### src/rtl/sched_pkg.sv
package sched_pkg;
  typedef enum logic {OP_SEND = 1'b0, OP_RECV = 1'b1} op_e;
  typedef enum logic [1:0] {ST_OK = 2'd0, ST_BLOCKED = 2'd1, ST_ERR = 2'd2} status_e;
  typedef enum logic [1:0] {T_READY, T_RUNNING, T_SEND_BLK, T_RECV_BLK} tstate_e;
endpackage

### src/rtl/sched_low_pick.sv
module sched_low_pick #(
  parameter int N = 4,
  localparam int TW = $clog2(N)
) (
  input  logic [N-1:0]  mask,
  output logic          found,
  output logic [TW-1:0] idx
);
  always_comb begin
    found = 1'b0;
    idx   = '0;
    for (int t = N - 1; t >= 0; t--) begin
      if (mask[t]) begin
        found = 1'b1;
        idx   = TW'(t);
      end
    end
  end


  always_comb begin
    if (found) begin
      low_pick_lowest_chk: assert (mask[idx] && ((mask & ((N'(1) << idx) - N'(1))) == '0));
    end
  end
endmodule

### src/rtl/sched_rr_pick.sv
module sched_rr_pick #(
  parameter int N = 4,
  localparam int TW = $clog2(N)
) (
  input  logic [N-1:0]  mask,
  input  logic [TW-1:0] start,
  output logic          found,
  output logic [TW-1:0] grant
);
  always_comb begin
    found = 1'b0;
    grant = '0;
    for (int k = 1; k <= N; k++) begin
      int c;
      c = int'(start) + k;
      if (c >= N) c = c - N;
      if (!found && mask[c]) begin
        found = 1'b1;
        grant = TW'(c);
      end
    end
  end


  always_comb begin
    if (found) begin
      rr_grant_ready_chk: assert (mask[grant]);
    end
  end
endmodule

### src/rtl/sched_rendezvous.sv
module sched_rendezvous
  import sched_pkg::*;
#(
  parameter int NUM_TASKS = 4,
  parameter int NUM_IRQ   = 3,   // must not exceed NUM_TASKS-1
  localparam int TW  = $clog2(NUM_TASKS),
  localparam int IDW = $clog2(NUM_TASKS + 2)
) (
  input  logic               clk,
  input  logic               rst_n,
  input  logic               req_valid,
  output logic               req_ready,
  input  logic               req_op,
  input  logic [IDW-1:0]     req_peer,
  input  logic [NUM_IRQ-1:0] irq_in,
  output logic               rsp_valid,
  output logic [1:0]         rsp_status,
  output logic [TW-1:0]      active_blk,
  output logic [TW-1:0]      active_buf,
  output logic [IDW-1:0]     active_msg_src
);
  localparam logic [IDW-1:0] ANY_ID = {IDW{1'b1}};
  localparam logic [IDW-1:0] IRQ_ID = IDW'(NUM_TASKS);

  logic [TW-1:0]      cur;
  tstate_e            tstate [NUM_TASKS];
  logic [IDW-1:0]     peer_q [NUM_TASKS];
  logic [TW-1:0]      buf_q  [NUM_TASKS];
  logic [IDW-1:0]     src_q  [NUM_TASKS];
  logic [NUM_IRQ-1:0] pend_q;

  logic [NUM_IRQ-1:0]   deliver, take;
  logic [NUM_TASKS-1:0] ready_mask, snd_mask;
  logic                 req_fire, peer_real, send_ok, recv_ok, rx_match, irq_hit;
  logic                 snd_found, rr_found;
  logic [TW-1:0]        snd_idx, rr_idx, peer_tw;
  logic [IDW-1:0]       cur_id;

  assign cur_id    = IDW'(cur);
  assign peer_tw   = req_peer[TW-1:0];
  assign req_fire  = req_valid && req_ready;
  assign peer_real = (req_peer != '0) && (int'(req_peer) < NUM_TASKS) && (req_peer != cur_id);
  assign send_ok   = peer_real;
  assign recv_ok   = peer_real || (req_peer == IRQ_ID) || (req_peer == ANY_ID);
  assign rx_match  = send_ok && (tstate[peer_tw] == T_RECV_BLK) &&
                     ((peer_q[peer_tw] == cur_id) || (peer_q[peer_tw] == ANY_ID));

  always_comb begin
    irq_hit = 1'b0;
    for (int i = 0; i < NUM_IRQ; i++) begin
      deliver[i] = pend_q[i] && (tstate[i+1] == T_RECV_BLK) &&
                   ((peer_q[i+1] == ANY_ID) || (peer_q[i+1] == IRQ_ID));
      if (int'(cur) == i + 1 && pend_q[i] && (req_peer == ANY_ID || req_peer == IRQ_ID))
        irq_hit = 1'b1;
      take[i] = req_fire && (req_op == OP_RECV) && int'(cur) == i + 1 && irq_hit;
    end
    for (int t = 0; t < NUM_TASKS; t++) begin
      ready_mask[t] = (t != 0) && (tstate[t] == T_READY);
      snd_mask[t]   = (tstate[t] == T_SEND_BLK) && (peer_q[t] == cur_id) &&
                      ((req_peer == ANY_ID) || (req_peer == IDW'(t)));
    end
  end

  assign req_ready = ~|deliver;

  sched_low_pick #(.N(NUM_TASKS)) u_low (.mask(snd_mask), .found(snd_found), .idx(snd_idx));
  sched_rr_pick  #(.N(NUM_TASKS)) u_rr  (.mask(ready_mask), .start(cur), .found(rr_found), .grant(rr_idx));

  always_ff @(posedge clk) begin
    if (!rst_n) begin
      cur        <= '0;
      pend_q     <= '0;
      rsp_valid  <= 1'b0;
      rsp_status <= ST_OK;
      for (int t = 0; t < NUM_TASKS; t++) begin
        tstate[t] <= (t == 0) ? T_RUNNING : T_READY;
        peer_q[t] <= '0;
        buf_q[t]  <= TW'(t);
        src_q[t]  <= '0;
      end
    end else begin
      rsp_valid <= req_fire;
      pend_q    <= (pend_q & ~deliver & ~take) | irq_in;
      for (int i = 0; i < NUM_IRQ; i++) begin
        if (deliver[i]) begin
          tstate[i+1] <= T_READY;
          src_q[i+1]  <= IRQ_ID;
        end
      end
      if (cur == '0 && rr_found) begin
        cur            <= rr_idx;
        tstate[rr_idx] <= T_RUNNING;
      end
      if (req_fire) begin
        if (cur == '0 || !(req_op == OP_SEND ? send_ok : recv_ok)) begin
          rsp_status <= ST_ERR;
        end else if (req_op == OP_SEND && rx_match) begin
          rsp_status      <= ST_OK;
          buf_q[cur]      <= buf_q[peer_tw];
          buf_q[peer_tw]  <= buf_q[cur];
          tstate[peer_tw] <= T_READY;
          src_q[peer_tw]  <= cur_id;
        end else if (req_op == OP_RECV && irq_hit) begin
          rsp_status <= ST_OK;
          src_q[cur] <= IRQ_ID;
        end else if (req_op == OP_RECV && snd_found) begin
          rsp_status      <= ST_OK;
          buf_q[cur]      <= buf_q[snd_idx];
          buf_q[snd_idx]  <= buf_q[cur];
          tstate[snd_idx] <= T_READY;
          src_q[cur]      <= IDW'(snd_idx);
        end else begin
          rsp_status  <= ST_BLOCKED;
          tstate[cur] <= (req_op == OP_SEND) ? T_SEND_BLK : T_RECV_BLK;
          peer_q[cur] <= req_peer;
          cur         <= rr_found ? rr_idx : '0;
          if (rr_found) tstate[rr_idx] <= T_RUNNING;
        end
      end
    end
  end

  assign active_blk     = cur;
  assign active_buf     = buf_q[cur];
  assign active_msg_src = src_q[cur];


  generate
    for (genvar b = 0; b < NUM_TASKS; b++) begin : g_own
      logic [NUM_TASKS-1:0] owners;
      always_comb
        for (int t = 0; t < NUM_TASKS; t++) owners[t] = (buf_q[t] == TW'(b));
      buf_single_owner_chk: assert property (@(posedge clk) disable iff (!rst_n)
        $countones(owners) == 1);
    end
  endgenerate


  rsp_follows_req_chk: assert property (@(posedge clk) disable iff (!rst_n)
    req_fire |=> rsp_valid);


  self_send_err_chk: assert property (@(posedge clk) disable iff (!rst_n)
    (req_fire && req_op == OP_SEND && req_peer == cur_id) |=> rsp_status == ST_ERR);


  idle_leaves_chk: assert property (@(posedge clk) disable iff (!rst_n)
    (cur == '0 && |ready_mask && !req_fire) |=> cur != '0);


  active_running_chk: assert property (@(posedge clk) disable iff (!rst_n)
    cur != '0 |-> tstate[cur] == T_RUNNING);
endmodule

### config.mk
export PLATFORM = sky130hd
export DESIGN_NAME = sched_rendezvous
export DESIGN_NICKNAME = d
export VERILOG_FILES = /design/src/rtl/sched_pkg.sv /design/src/rtl/sched_low_pick.sv /design/src/rtl/sched_rr_pick.sv /design/src/rtl/sched_rendezvous.sv
export SDC_FILE = /design/constraint.sdc
export NUM_CORES = 1
export LEC_CHECK = 0
export BUFFER_PORTS_ARGS = -buffer_cell sky130_fd_sc_hd__buf_2
export CAP_MARGIN = 20
export CORE_ASPECT_RATIO = 0.9
export CORE_MARGIN = 5
export CORE_UTILIZATION = 45
export CTS_CLUSTER_SIZE = 10
export DETAILED_ROUTE_END_ITERATION = 7
export GPL_TIMING_DRIVEN = 0
export SLEW_MARGIN = 20
export SYNTH_ARGS = -nofsm -noshare
export SYNTH_HDL_FRONTEND = slang
export SYNTH_SLANG_ARGS = --single-unit
export TNS_END_PERCENT = 10
### constraint.sdc
create_clock -name clk -period 3.75 [get_ports clk]
set_clock_uncertainty 0.15 [all_clocks]
set_input_delay 0.75 -clock clk [delete_from_list [all_inputs] [get_ports clk]]
set_output_delay 0.75 -clock clk [all_outputs]
set_load 0.05 [all_outputs]
==> results.ini <==
[timing]
relSlewSlack=0.594
worst_slack_ns=0.139
min_period_ns=3.61
drv_slew=0
setup_violations=0
period_share=0.963
final_hold_viol_count=0
max_freq_mhz=277
rsz0062_at_grt=no
worst_pin_slew_ns=0.608

[synth]
ys.warnings.count=0
ys_top_cells_by_area=edfxtp_1 31%, dfxtp_1 6.8%, mux4_2 5.1%, nand2_1 4.2%, nor2_1 4.1%
yosysTopAreaCellShare=0.307
syn_nets=374
async_flop_share=0
ys_ff_latch=48
synth_cell_types=79
syn_inst=360
synth-main-ff-cell=edfxtp_1
synth_top_area_cell=edfxtp_1
avgSynthCellArea_um2=9.78
netlist_area_um2=3520
synth_seq_area_share=0.375
synth_edf_count=36

[layout]
final_cell_mix=38 x nor2_1, 38 x nand2_1, 36 x edfxtp_1
fin_nets=398
fill_cells=702
area_growth_pct=10.6
num_antenna_cells=0
utilization=0.514
drive_gt1_frac=0.192

[worst_setup_path]
crit_type=reg2reg
arrival_ns=3.55
cp-end-kind=flip-flop
max_stage_delay_ns=0.41
critPathSlowestCell=dfxtp_1
worstSetupStartpointType=flip-flop
cp.required_ns=3.69
r2r_cells=11
cp_max_fo=10
path_cells=buf_2 -> clkinv_2 -> ha_1 -> a222oi_1 -> nor3b_1 -> nor2_2 -> o2111ai_4 -> and2_1 -> a21oi_1 -> a21boi_1 -> or2_1

[min_path]
hold_path_class=reg2reg
whs_path_depth=1

[die]
start_util=0.464
fp.dieH_um=93.9
dieArea_um2=9700
rows=30
coreArea_um2=7580
die_w_um=103
ios=21

[place]
post-place-ws_ns=-0.244
routabilityCongestion=0.878
portBuffers=17
post-dp-hpwl_um=7690

[drt]
routed_wl_um=10000
avgViaCountPerCell=6.16
drtPass1Iterations=5
drt_iter0_markers=239
wl_per_cell_um=20.8
num_vias=2963
route.detailed.drc=0
antenna_left=0

[clock_tree]
clockRootBuffer=clkbuf_8
path_clk_slew_ns=0.11
htreeDepth=2
cts_tree=built
clock_sinks=48
worstSkewPairLatency_ns=0.32
clockBufferDepth=2
cts_buffers=5

[power_and_ir_drop]
p_per_area_nw_per_um2=540
peakVddDrop_mv=0.306
power.leakage_nw=1.43

[run]
max_cap_violations=0

[global_route]
grt_pass1_vias=2744
grt.overflow.total=0
grt_first_pass_wirelength_um=15600
antenna_found_initial=0
grt_usage=0.215
grt_max_degree=17

[status]
status=complete, no violations

==> logic make-up (layout without fill, tap and decap cells) <==
logic type / Yosys count / after routing / synth area share
adders and majority gates: 4 / 4 / 0.0142
muxes: 19 / 19 / 0.0927
and+or+nand+nor: 160 / 160 / 0.248
xor gates and xnor gates: 14 / 14 / 0.0348
DFF: 48 / 48 / 0.375
AOI/OAI and AO/OA: 88 / 88 / 0.198
buffers and inverters: 27 / 52 / 0.0373
==> metrics by stage <==
stage	instances	TNS, ns	hold WS (ns)	area, µm²	total power (W)
6_report	481	0	0.348	3890	0.00210
5_1_grt	481	0	0.367	3890	0.00220
3_3_place_gp	473	-0.563	0.323	3730	0.00163
3_5_place_dp	473	-0.642	0.333	3730	0.00163
4_1_cts	481	0	0.351	3870	0.00209
2_1_floorplan	360	0	0.302	3520	0.00140
==> area by class of cell <==
cell class | count | area [µm²] | share of cell area
Buffer | 19 | 101 | 0.0260
Tap cell | 96 | 120 | 0.0308
Clock inverter | 3 | 68.8 | 0.0177
Clock buffer | 5 | 68.8 | 0.0177
Multi-Input combinational cell | 285 | 2100 | 0.538
Sequential cell | 48 | 1320 | 0.340
Inverter | 8 | 32.5 | 0.00835
Timing Repair Buffer | 17 | 85.1 | 0.0218
==> where the power goes <==
part	internal (W)	leakage, nW	switching [W]
combinational	0.000336	0.903	0.000601
sequential	0.000628	0.454	0.0000695
clock	0.000269	0.0687	0.000199
==> timing repair <==
action,in CTS,in global routing
endpoints found under the setup margin,11,8
setup buffers,0,0
resized for setup,4,5
hold buffers,0,0
pin swaps,0,0
==> synth_stat cells, types with 4 or more instances <==
| library cell | number |
|---|---|
| inv_1 | 6 |
| o21ai_1 | 8 |
| nand2b_1 | 5 |
| nand2_1 | 39 |
| dfxtp_1 | 12 |
| nor3_1 | 5 |
| nand4_1 | 6 |
| mux2i_1 | 6 |
| nand3_1 | 11 |
| xnor2_1 | 12 |
| and3_1 | 11 |
| mux4_2 | 8 |
| nand3b_1 | 4 |
| o21ai_0 | 16 |
| and2_1 | 10 |
| a21oi_1 | 10 |
| nor2_1 | 38 |
| edfxtp_1 | 36 |
| o21a_1 | 5 |
| ha_1 | 4 |
| o21bai_1 | 4 |
| buf_2 | 6 |
| clkbuf_1 | 7 |
==> path summary, 6_finish.rpt <==
| kind | from | end | slack, ns |
|---|---|---|---|
| setup / recovery | active_blk[0] | tstate[3][0] | 0.14 |
| hold / removal | rsp_status[0] | rsp_status[0] | 0.35 |
| setup reg to reg | active_blk[0] | tstate[3][0] | 0.14 |
| hold reg to reg | rsp_status[0] | rsp_status[0] | 0.35 |
==> state kept, by name, summed over array words and instances, names as in the netlist <==
| register | flops |
|---|---|
| peer_q | 12 |
| src_q | 12 |
| buf_q | 8 |
| tstate | 8 |
| pend_q | 3 |
| active_blk | 2 |
| rsp_status | 2 |
| rsp_valid | 1 |
==> worst max-delay path, delay by kind of cell (launching register included) <==
family / cells / cell delay, ns
AND/OR/NAND/NOR: 4 / 0.94
buffers and inverters: 2 / 0.50
AO/OA/AOI/OAI: 4 / 1.09
flip-flops: 1 / 0.41
adder cells (fa/ha/maj): 1 / 0.30
==> routing by layer <==
metal / vias up / track usage / part of all wire
met3: 11 / 0.0423 / 0.077
li1: 1406 / - / -
met2: 123 / 0.318 / 0.44
met1: 1423 / 0.316 / 0.46
met4: 0 / 0.0604 / 0.015
met5: - / 0 / 0
Power figures use the tool's default switching activity.
